$ cat config.mk
export PLATFORM = sky130hd
export DESIGN_NAME = sysclk_gear
export DESIGN_NICKNAME = d
export VERILOG_FILES = /design/src/rtl/sck_pkg.sv /design/src/rtl/sck_ctrl_reg.sv /design/src/rtl/sck_mode_decode.sv /design/src/rtl/sck_divider.sv /design/src/rtl/sysclk_gear.sv
export SDC_FILE = /design/constraint.sdc
export NUM_CORES = 1
export LEC_CHECK = 0
export BUFFER_PORTS_ARGS = -buffer_cell sky130_fd_sc_hd__buf_2
export CORE_MARGIN = 5
export CORE_UTILIZATION = 50
export CTS_CLUSTER_DIAMETER = 100
export DETAILED_ROUTE_END_ITERATION = 16
export PLACE_DENSITY = 0.73
export SLEW_MARGIN = 20
export SYNTH_ARGS = -nofsm -noshare
export SYNTH_HDL_FRONTEND = slang
export SYNTH_SLANG_ARGS = --single-unit
$ cat constraint.sdc
create_clock -name clk -period 2 [get_ports clk]
set_input_delay 0.1 -clock clk [delete_from_list [all_inputs] [get_ports clk]]
set_output_delay 0.1 -clock clk [all_outputs]
set_load 0.02 [all_outputs]
$ cat src/rtl/sck_pkg.sv
package sck_pkg;
  localparam int SEL_W   = 2;
  localparam int REG_W   = SEL_W + 2;
  localparam int NUM_SRC = 3;

  typedef enum logic [1:0] {
    SRC_HF   = 2'd0,
    SRC_RING = 2'd1,
    SRC_SLOW = 2'd2
  } src_e;

  typedef enum logic [2:0] {
    DIV_1  = 3'd0,
    DIV_2  = 3'd1,
    DIV_4  = 3'd2,
    DIV_8  = 3'd3,
    DIV_LP = 3'd4
  } ratio_e;

  typedef struct packed {
    src_e   src;
    ratio_e ratio;
  } gear_t;
endpackage

$ cat src/rtl/sck_ctrl_reg.sv
module sck_ctrl_reg
  import sck_pkg::*;
(
  input  logic             clk,
  input  logic             rst_n,
  input  logic             wr_en,
  input  logic [REG_W-1:0] wr_data,
  output logic [SEL_W-1:0] sel,
  output logic             lp_en,
  output logic             swb_en,
  output logic [REG_W-1:0] rd_data
);
  localparam int LP_BIT  = SEL_W;
  localparam int SWB_BIT = SEL_W + 1;

  logic [SEL_W-1:0] sel_q;
  logic             lp_q;
  logic             swb_q;

  // Ratio bits frozen while low power is set (lock judged on the current value)
  always_ff @(posedge clk) begin
    if (!rst_n) begin
      sel_q <= '0;
      lp_q  <= 1'b0;
      swb_q <= 1'b0;
    end else if (wr_en) begin
      if (!lp_q) sel_q <= wr_data[SEL_W-1:0];
      lp_q  <= wr_data[LP_BIT];
      swb_q <= wr_data[SWB_BIT];
    end
  end

  assign sel     = sel_q;
  assign lp_en   = lp_q;
  assign swb_en  = swb_q;
  assign rd_data = {swb_q, lp_q, sel_q};
endmodule

$ cat src/rtl/sck_mode_decode.sv
module sck_mode_decode
  import sck_pkg::*;
(
  input  logic [SEL_W-1:0] sel,
  input  logic             lp_en,
  input  logic             ring_mode,
  output gear_t            req_gear
);
  always_comb begin
    req_gear.src   = ring_mode ? SRC_RING : SRC_HF;
    req_gear.ratio = DIV_1;
    if (lp_en) begin
      if (sel == 2'b11) begin
        req_gear.src   = SRC_SLOW;
        req_gear.ratio = DIV_1;
      end else begin
        req_gear.ratio = DIV_LP;
      end
    end else begin
      unique case (sel)
        2'b00:   req_gear.ratio = DIV_1;
        2'b01:   req_gear.ratio = DIV_2;
        2'b10:   req_gear.ratio = DIV_4;
        default: req_gear.ratio = DIV_8;
      endcase
    end
  end
endmodule

$ cat src/rtl/sck_divider.sv
module sck_divider
  import sck_pkg::*;
#(
  parameter  int LP_DIV = 256,
  localparam int CNT_W  = $clog2(LP_DIV)
)(
  input  logic               clk,
  input  logic               rst_n,
  input  gear_t              req_gear,
  input  logic               lp_en,
  input  logic [NUM_SRC-1:0] src_tick,
  output src_e               act_src,
  output logic               sys_ce,
  output logic [NUM_SRC-1:0] src_ce
);
  gear_t            act_q;
  logic [CNT_W-1:0] cnt_q;
  logic             sel_tick;
  logic             term;
  logic             act_lp;
  logic             exit_lp;

  function automatic logic [CNT_W-1:0] last_count(ratio_e r);
    case (r)
      DIV_2:   return CNT_W'(1);
      DIV_4:   return CNT_W'(3);
      DIV_8:   return CNT_W'(7);
      DIV_LP:  return CNT_W'(LP_DIV - 1);
      default: return '0;
    endcase
  endfunction

  always_comb begin
    case (act_q.src)
      SRC_RING: sel_tick = src_tick[SRC_RING];
      SRC_SLOW: sel_tick = src_tick[SRC_SLOW];
      default:  sel_tick = src_tick[SRC_HF];
    endcase
  end

  assign term    = (cnt_q == last_count(act_q.ratio));
  assign act_lp  = (act_q.ratio == DIV_LP) || (act_q.src == SRC_SLOW);
  assign exit_lp = act_lp && !lp_en;
  assign sys_ce  = sel_tick && term && !exit_lp;

  // New gear is adopted at terminal count, or at once when leaving low power
  always_ff @(posedge clk) begin
    if (!rst_n) begin
      act_q <= '{src: SRC_HF, ratio: DIV_1};
      cnt_q <= '0;
    end else if (exit_lp) begin
      act_q <= req_gear;
      cnt_q <= '0;
    end else if (sel_tick) begin
      if (term) begin
        act_q <= req_gear;
        cnt_q <= '0;
      end else begin
        cnt_q <= cnt_q + CNT_W'(1);
      end
    end
  end

  for (genvar s = 0; s < NUM_SRC; s++) begin : g_src_ce
    assign src_ce[s] = sys_ce && (act_q.src == src_e'(s));
  end

  assign act_src = act_q.src;
endmodule

$ cat src/rtl/sysclk_gear.sv
module sysclk_gear
  import sck_pkg::*;
#(
  parameter int LP_DIV = 256
)(
  input  logic             clk,
  input  logic             rst_n,
  input  logic             cfg_wr_en,
  input  logic [REG_W-1:0] cfg_wr_data,
  output logic [REG_W-1:0] cfg_rd_data,
  input  logic             ring_mode_i,
  input  logic             hf_tick_i,
  input  logic             ring_tick_i,
  input  logic             slow_tick_i,
  output logic             sys_ce_o,
  output logic [NUM_SRC-1:0] src_ce_o,
  output logic             hf_osc_en_o,
  output logic             hf_running_o,
  output logic             swb_active_o
);
  logic [SEL_W-1:0]   sel;
  logic               lp_en;
  logic               swb_en;
  gear_t              req_gear;
  src_e               act_src;
  logic [NUM_SRC-1:0] ticks;
  logic               slow_now;

  sck_ctrl_reg u_reg (
    .clk     (clk),
    .rst_n   (rst_n),
    .wr_en   (cfg_wr_en),
    .wr_data (cfg_wr_data),
    .sel     (sel),
    .lp_en   (lp_en),
    .swb_en  (swb_en),
    .rd_data (cfg_rd_data)
  );

  sck_mode_decode u_dec (
    .sel       (sel),
    .lp_en     (lp_en),
    .ring_mode (ring_mode_i),
    .req_gear  (req_gear)
  );

  assign ticks = {slow_tick_i, ring_tick_i, hf_tick_i};

  sck_divider #(.LP_DIV(LP_DIV)) u_div (
    .clk      (clk),
    .rst_n    (rst_n),
    .req_gear (req_gear),
    .lp_en    (lp_en),
    .src_tick (ticks),
    .act_src  (act_src),
    .sys_ce   (sys_ce_o),
    .src_ce   (src_ce_o)
  );

  // Slow mode counts only while both adopted and still requested
  assign slow_now     = (act_src == SRC_SLOW) && (req_gear.src == SRC_SLOW);
  assign hf_osc_en_o  = !(slow_now && !swb_en);
  assign hf_running_o = slow_now ? swb_en : !ring_mode_i;
  assign swb_active_o = lp_en && swb_en;
endmodule

## Word-level counts from Yosys, hierarchy flattened

Cells that the tools add are included.

| cells by class | value |
|---|---|
| mux-type cells | 13 |
| multiply operators | 0 |
| reductions and logical operators | 22 |
| equality and inequality tests | 11 |
| order comparisons | 0 |
| divide/modulo/power cells | 0 |
| shift-type cells | 0 |
| bitwise operators | 2 |
| add/sub/neg operators | 1 |

Operators with widths:

| cell | number |
|---|---|
| 8-bit case mux with 4 select lines | 1 |
| 5-bit two-way mux | 3 |
| 1-bit logical AND | 9 |
| 8-bit by 1-bit adder with 8-bit output, second input constant | 1 |
| 2-bit equality test, second input constant | 4 |
| 8-bit equality test | 1 |
| 8-bit two-way mux | 1 |
| 3-bit by 2-bit equality test with 1-bit output, second input constant | 2 |
| 3-bit two-way mux | 2 |
| 2-bit case mux with 3 select lines | 1 |
| 1-bit logical NOT | 5 |
| 2-bit by 1-bit equality test with 1-bit output, second input constant | 2 |
| 2-bit logical NOT | 2 |
| 2-bit two-way mux | 2 |
| 2-bit AND reduction | 2 |
| 2-bit nonzero test | 2 |
| 3-bit by 1-bit equality test with 1-bit output, second input constant | 1 |
| 3-bit equality test, second input constant | 1 |
| 1-bit two-way mux | 2 |
| 1-bit NOT | 2 |
| 1-bit case mux with 2 select lines | 1 |
| 2-bit OR reduction | 1 |
| 1-bit logical OR | 1 |

| word-level totals | value |
|---|---|
| RAM bits | 0 |
| input bits | 11 |
| register bits after elaboration | 17 |
| bits in read-only memories | 0 |
| word-level logic and storage cells | 55 |
| latch bits | 0 |
| memories kept | 0 |

## Longest topological paths before layout

Gate-level depths: netlist of the first run.

| logic depth | value |
|---|---|
| word-level depth | 7 |
| mapped depth | 7 |

## Cells and area by module

A second synthesis of the first run with hierarchy kept.

| second synthesis, totals | value |
|---|---|
| cell total of the unflattened synthesis | 123 |
| area total of the unflattened synthesis | 1108.6 um^2 |

By module, submodules not included:

| module | times used | cells each | seq. area each (um^2) | area each (um^2) |
|---|---|---|---|---|
| sck_divider | 1 | 94 | 260.2 | 835.8 |
| sck_ctrl_reg | 1 | 19 | 80.1 | 191.4 |
| sck_mode_decode | 1 | 5 | 0.0 | 45.0 |
| sysclk_gear | 1 | 5 | 0.0 | 36.3 |

## Worst setup path after synthesis of the first run

Ideal clock, no wire load.

| timing | value |
|---|---|
| path kind | reg2out |
| from | register u_div.act_q (netlist bit u_div.act_src[0]) |
| to | output port src_ce_o[0] |
| data arrival time | 1.970 ns |
| data required time | 1.900 ns |
| stages on the path, launching flop included | 8 |
| setup slack | -0.070 ns |
| path buffers | 0 |
| cell sequence | dfxtp_1 inv_1 ha_1 nor2_1 a21oi_1 and3_2 nand2_2 nor3b_1 |

| between the ends | value |
|---|---|
| longest elaborated chain between the ends | 6 |

RTL lines:

| item | RTL line | RTL |
|---|---|---|
| start: declaration | sck_divider.sv:16 | `gear_t act_q;` |
| start signal: assignment | sck_divider.sv:49 | `act_q <= '{src: SRC_HF, ratio: DIV_1};` |
| start signal: assignment | sck_divider.sv:52 | `act_q <= req_gear;` |
| start signal: assignment | sck_divider.sv:56 | `act_q <= req_gear;` |
| parallel branches: the longest is 5 deep, another holds 2-bit equality test | - |  |
| 1-bit logical AND * | sck_divider.sv:65 | `assign src_ce[s] = sys_ce && (act_q.src == src_e'(s));` |
| end: declaration | sysclk_gear.sv:16 | `output logic [NUM_SRC-1:0] src_ce_o,` |

Mark *: on every way between the ends.

## Final worst setup path of the first run

| timing | value |
|---|---|
| from | register u_div.cnt_q[4] |
| to | output port src_ce_o[0] |

| between the ends | value |
|---|---|
| longest elaborated chain between the ends | 4 |

RTL lines:

| item | RTL line | RTL |
|---|---|---|
| start: declaration | sck_divider.sv:17 | `logic [CNT_W-1:0] cnt_q;` |
| start signal: assignment | sck_divider.sv:59 | `cnt_q <= cnt_q + CNT_W'(1);` |
| 8-bit equality test | sck_divider.sv:41 | `assign term = (cnt_q == last_count(act_q.ratio));` |
| 1-bit logical AND (2 in series) | sck_divider.sv:44 | `assign sys_ce = sel_tick && term && !exit_lp;` |
| 1-bit logical AND | sck_divider.sv:65 |  |

Every way passes these cells.

==> run metrics, run 1 <==
run status finished, violations left; failing checks setup timing; IO Port Bufs 21; pins over their slew limit 0; Clock transition at path regs 0.09 ns; Unique masters post-synth 37; final WL 2.23 mm; share of cells above drive strength 1 36.8%; most used routing layer met2; first-pass GRT wire length 3.82 mm; vias per cell 5.35; routability congestion estimate 0.802; clock sinks 17; Critical Path Start Type flop; drc violations 0; r2r startpoint u_div.cnt_q[4]; path depth of the worst reg2reg path 6; remaining antenna violation count 0; htree depth 1; pre-CTS WS 0.0792 ns; Synth Register Bits 17; Final Instance Area 1290 µm²; GR Layer Usage met3 3.73%; ANT cells 0; static leakage 0.516 nW; Post-Layout Cell Count 171; CP Class flop to output pin; final period utilization 101%; grt met1 use 18.0%; router iterations before antenna repair 4; fin worst setup slack -0.0225 ns; sequential cell area 345 µm²; clk_lat worst skew 0.28 ns; R2R setup slack 0.13 ns; initial antenna violation count 0; fin crit period 2.02 ns; CTS tree done; Tot GR Track Use 14.9%; total negative setup slack -0.0307 ns; GR Util met2 25.5%; Slew HR 65.5%; total CTS buffers 3; Critical Path RT 1.90 ns; worst min-delay path class input pin to flop; die width 55.2 µm; Die Height 55.2 µm; Post-Syn Area 1020 µm²; vias in the first global route 915; cell count after synthesis 116; Multi-input gate area 701 µm²; Rows 16; Async SR Flop Fraction 0%; deepest clock path buffer count 2; Crit. Startpoint u_div.cnt_q[4]; largest net degree at the start of global routing 12; worst-margin pin slew 0.515 ns; Root Buffer clkbuf_4; syn nets 131; synth top area cells dfxtp_1 (33%), mux2i_1 (8.8%), nor2_1 (7.0%); PD cells 1030 nW/µm²; crit path max fanout 4; Clock Skews 0.00135 ns; Yosys top cell by area dfxtp_1; CP Capture Point src_ce_o[0]; total congestion overflow 0; total die area 3050 µm²; Fill cells 177; peak supply drop 0.643 mV; Seq/Total Area, Yosys 33.3%; synthesis-to-finish area growth 25.7%; total number of vias 915; IO Pins 22; Inst Count DP 164; placed cell area 1170 µm²; r2r endpoint u_div.cnt_q[3]; CP Capture Type output pin; Yosys top cell area share 33.3%; Worst Path Arrival 1.92 ns; syn avg cell area 8.82 µm²; wire per inst 13.1 µm; fin nets 160; number of setup violations in the final report 2; number of enable flip-flop cells after synthesis 0; Tot Pwr 0.00133 W; 1st-iter DRT viols 9; maxcap violations 0; Fin. Hold Viols 0; core region area 1960 µm²; max frequency 0.494 GHz; HPWL after DPL 1.61 mm; RSZ-0062 raised after global routing yes; initial core utilization 52.2%; yosys warns 0; top_reg_cell synth dfxtp_1
==> stage by stage <==
| stage | hold slack, ns | util (%) |
|---|---|---|
| after detailed placement | 0.351 | 59.6 |
| after global routing | 0.0676 | 65.6 |
| after CTS | 0.0503 | 64.5 |
| after global placement | 0.334 | 59.6 |
| after floorplan | 0.247 | - |
| final | 0.0522 | 65.6 |
==> Yosys cell counts, types with 3 or more instances <==
cell,instances
nor2_1,19
dfxtp_1,17
mux2i_1,9
nand2_1,7
nand3_1,7
xnor2_1,6
ha_1,4
inv_1,4
a21oi_1,3
xor2_1,3
==> cell families (layout without fill, tap and decap cells) <==
family,Yosys count,after routing,synth area share (%)
AOI/OAI and AO/OA,14,14,12.3
and+or+nand+nor,55,55,29.3
muxes,9,9,8.80
adders and majority gates,4,4,4.89
buffers and inverters,8,36,3.67
DFF,17,17,33.3
xor gates and xnor gates,9,9,7.70
==> worst min-delay path by stage <==
stage | from | to | slack (ns) | cells after the start
4_1_cts | cfg_wr_data[3] | u_reg.swb_en | 0.05 | 3
5_1_grt | cfg_wr_data[0] | u_reg.sel[0] | 0.07 | 3
6_report | cfg_wr_data[1] | u_reg.sel[1] | 0.05 | 3
2_1_floorplan | cfg_wr_data[2] | u_reg.lp_en | 0.25 | 2
3_5_place_dp | cfg_wr_data[0] | u_reg.sel[0] | 0.35 | 3
3_3_place_gp | cfg_wr_data[3] | u_reg.swb_en | 0.33 | 3
==> worst max-delay path, cell delays in order, from the launching register on <==
cell and delay [ns]:
dfxtp_1 0.32, or4_1 0.52, mux2i_1 0.19, and3_4 0.24, nand2_4 0.06, nor3b_2 0.15, buf_4 0.16
==> layer usage <==
metal | part of all wire (%) | vias to the layer above
met2 | 52 | 17
met1 | 44 | 431
met5 | 0 | -
li1 | - | 467
met4 | 0 | 0
met3 | 4.1 | 0
==> report_power, final <==
group	total [W]	switching, W	internal [W]	leakage [nW]
sequential	0.000430	0.0000534	0.000376	0.140
clock	0.000178	0.000101	0.0000773	0.0150
combinational	0.000724	0.000386	0.000338	0.361
total	0.00133	0.000540	0.000791	0.516
==> placed cells by master (no fill, tap or decap), types with 3 or more instances in the layout <==
cell / netlist / layout
buf_2: 0 / 18
buf_4: 2 / 10
clkbuf_4: 0 / 3
dfxtp_1: 17 / 13
dfxtp_2: 0 / 4
mux2i_1: 9 / 9
nand2_1: 7 / 7
nand3_1: 7 / 7
nor2_1: 19 / 19
xnor2_1: 6 / 6
xor2_1: 3 / 3
==> state kept, by name, indices dropped and copies added, names as in the netlist <==
signal	count
u_reg.sel	2
u_reg.lp_en	1
u_reg.swb_en	1
u_div.act_src	2
u_div.act_q	3
u_div.cnt_q	8
==> cell type report <==
type	count	area share (%)
sequential	17	26.8
multi-input combinational	91	54.5
inverter	4	1.17
timing repair buffer	28	12.8
clock buffer	4	2.04
tap	27	2.63
==> timing repair <==
item,CTS,global route
hold buffers,0,0
setup buffers,2,1
pin swaps,1,2
gates resized for setup,11,8
setup endpoints to repair,4,7
(Power assumes the default switching activity.)
==> run 2: changes to the inputs <==
--- a/config.mk
+++ b/config.mk
@@ -7,4 +7,5 @@
 export LEC_CHECK = 0
 export BUFFER_PORTS_ARGS = -buffer_cell sky130_fd_sc_hd__buf_2
+export CAP_MARGIN = 5
 export CORE_MARGIN = 5
 export CORE_UTILIZATION = 50
==> constraint.sdc (replaced) <==
create_clock -name clk -period 2 [get_ports clk]
set_input_delay 0.1 -clock clk [delete_from_list [all_inputs] [get_ports clk]]
set_output_delay 0.1 -clock clk [all_outputs]
set_load 0.005 [all_outputs]
==> run 2 against run 1 <==
  * The flow still finishes with violations (setup timing)
  * Critical path depth did not move
  * Worst hold slack lost 0.0077 ns
  * Final area barely moved
  * Cell count is the same
  * First-iteration DRC count is 130% higher
  * Core utilization down 0.064 points
  * Routed wire length increased by 5.2%
  * Setup slack worse by 0.018 ns
  * Flip-flop and latch count did not move
  * Largest power group unchanged
  * Highest routed layer is now met4
==> run metrics, run 2 (same netlist as run 1, synthesis figures left out) <==
first-pass GRT wire length 3.96 mm (+3.6%); deepest clock path buffer count 2 (unchanged); Top reg by flops u_div.cnt_q; peak supply drop 0.483 mV (-25%); most frequent cells in the layout buf_2 (21), nor2_1 (19), dfxtp_1 (13), mux2i_1 (8); initial antenna violation count 0 (unchanged); failing checks setup timing; synthesis-to-finish area growth 25.5% (about the same); IO Pins 22 (unchanged); htree depth 1 (unchanged); static leakage 0.520 nW (+0.69%); r2r endpoint u_div.cnt_q[6]; hold depth 3 (unchanged); IO Port Bufs 21 (unchanged); vias per cell 5.29 (-1.1%); remaining antenna violation count 0 (unchanged); total congestion overflow 0 (unchanged); pre-CTS WS 0.0691 ns (-0.0101 ns); initial core utilization 52.2% (unchanged); Hold WS 0.0445 ns (-0.00768 ns); path depth of the worst reg2reg path 8 (+2); Die Height 55.2 µm (unchanged); run status finished, violations left; Root Buffer clkbuf_4; Fin. Hold Viols 0 (unchanged); CTS tree done; R2R setup slack 0.11 ns (-0.02 ns); Critical Path RT 1.90 ns (about the same); maxcap violations 0 (unchanged); core region area 1960 µm² (unchanged); CP Capture Type output pin; RSZ-0062 raised after global routing yes; fin worst setup slack -0.0403 ns (-0.0178 ns); 1st-iter DRT viols 21 (+12); Worst Hold End u_reg.swb_en; drc violations 0 (unchanged); max FFs per register 8 (unchanged); Clock Skews 0.00401 ns (+0.00266 ns); clock sinks 17 (unchanged); Slew HR 64.7% (-0.88 points); fin crit period 2.04 ns (+0.0178 ns); vias in the first global route 936 (+2.3%); fin nets 160 (unchanged); pins over their slew limit 0 (unchanged); final WL 2.35 mm (+5.2%); wire per inst 13.7 µm (+5.2%); routability congestion estimate 0.811 (+1.2%); worst-margin pin slew 0.528 ns (+0.0131 ns); HPWL after DPL 1.71 mm (+6.1%); number of setup violations in the final report 2 (unchanged); Critical Path Start Type flop; Clock transition at path regs 0.10 ns (about the same); router iterations before antenna repair 4 (unchanged); max frequency 0.490 GHz (-0.87%); die width 55.2 µm (unchanged); total number of vias 905 (-1.1%); Layout Utilization 65.5% (about the same); ANT cells 0 (unchanged); PD cells 984 nW/µm² (-4.9%); clk_lat worst skew 0.29 ns (about the same); worst min-delay path class input pin to flop; final period utilization 102% (+0.89 points); Worst Path Arrival 1.94 ns (+0.02 ns); total CTS buffers 3 (unchanged); Rows 16 (unchanged); total die area 3050 µm² (unchanged); share of cells above drive strength 1 36.8% (unchanged); CP Class flop to output pin; hold_sp cfg_wr_data[3]; largest net degree at the start of global routing 12 (unchanged); r2r startpoint u_div.act_src[0]; most common cell after layout, fill and taps aside buf_2; crit path max fanout 4 (unchanged); Tot GR Track Use 15.6% (+0.62 points); top flop regs u_div.cnt_q x8, u_div.act_q x3
[run 2: timing repair]
action	4_1_cts	5_1_grt
gates resized for setup	11	4
endpoints found under the hold margin	0	0
setup endpoints to repair	4	5
pin swaps	1	2
setup buffers	3	0
hold buffers	0	0
[run 2: cell type report]
cell class / instances / area [µm²]
Multi-Input combinational cell: 91 / 706
Fill cell: 179 / 677
Sequential cell: 17 / 345
Timing Repair Buffer: 28 / 158
Tap cell: 27 / 33.8
Clock buffer: 3 / 22.5
Inverter: 4 / 15.0
Clock inverter: 1 / 5.00
[run 2: how the worst max path moves through the flow]
stage	from	to	slack (ns)	depth (start not counted)
2_1_floorplan	u_div.act_src[0]	u_div.cnt_q[6]	0.22	7
5_1_grt	u_div.cnt_q[4]	src_ce_o[0]	-0.12	6
3_3_place_gp	u_div.act_src[0]	u_div.cnt_q[6]	0.17	8
4_1_cts	u_div.cnt_q[4]	src_ce_o[0]	-0.002	6
6_report	u_div.cnt_q[4]	src_ce_o[0]	-0.04	6
3_5_place_dp	u_div.act_src[0]	u_div.cnt_q[6]	0.07	8
[run 2: where the power goes]
part,internal (W),leakage [nW],switching [W]
registers,0.000377,0.140,0.0000520
logic,0.000316,0.362,0.000335
clock network,0.0000743,0.0177,0.000109
total,0.000768,0.520,0.000496
[run 2: worst max-delay path, stage by stage (launching register included)]
cell and delay, ns:
dfxtp_2 0.34, or4_4 0.53, mux2i_2 0.19, and3_4 0.24, nand2_4 0.06, nor3b_2 0.16, buf_2 0.14
[run 2: layer usage]
layer	vias up	share of wire (%)	global-route usage, %	routed length (µm)
met1	419	45	19.4	1050
met3	4	4.5	3.50	105
met2	21	50	25.0	1170
met4	0	1.1	7.64	25
li1	461	-	-	-
met5	-	0	0	0
[run 2: stage by stage]
| step | power (W) | cell area [µm²] | TNS (ns) | cells |
|---|---|---|---|---|
| final | 0.00126 | 1280 | -0.0440 | 171 |
| after global routing | 0.00135 | 1280 | -0.326 | 171 |
| after detailed placement | 0.000972 | 1170 | 0 | 164 |
| after CTS | 0.00124 | 1260 | -0.00218 | 171 |
| after global placement | 0.000957 | 1170 | 0 | 164 |
| after floorplan | 0.000828 | 1020 | 0 | 116 |
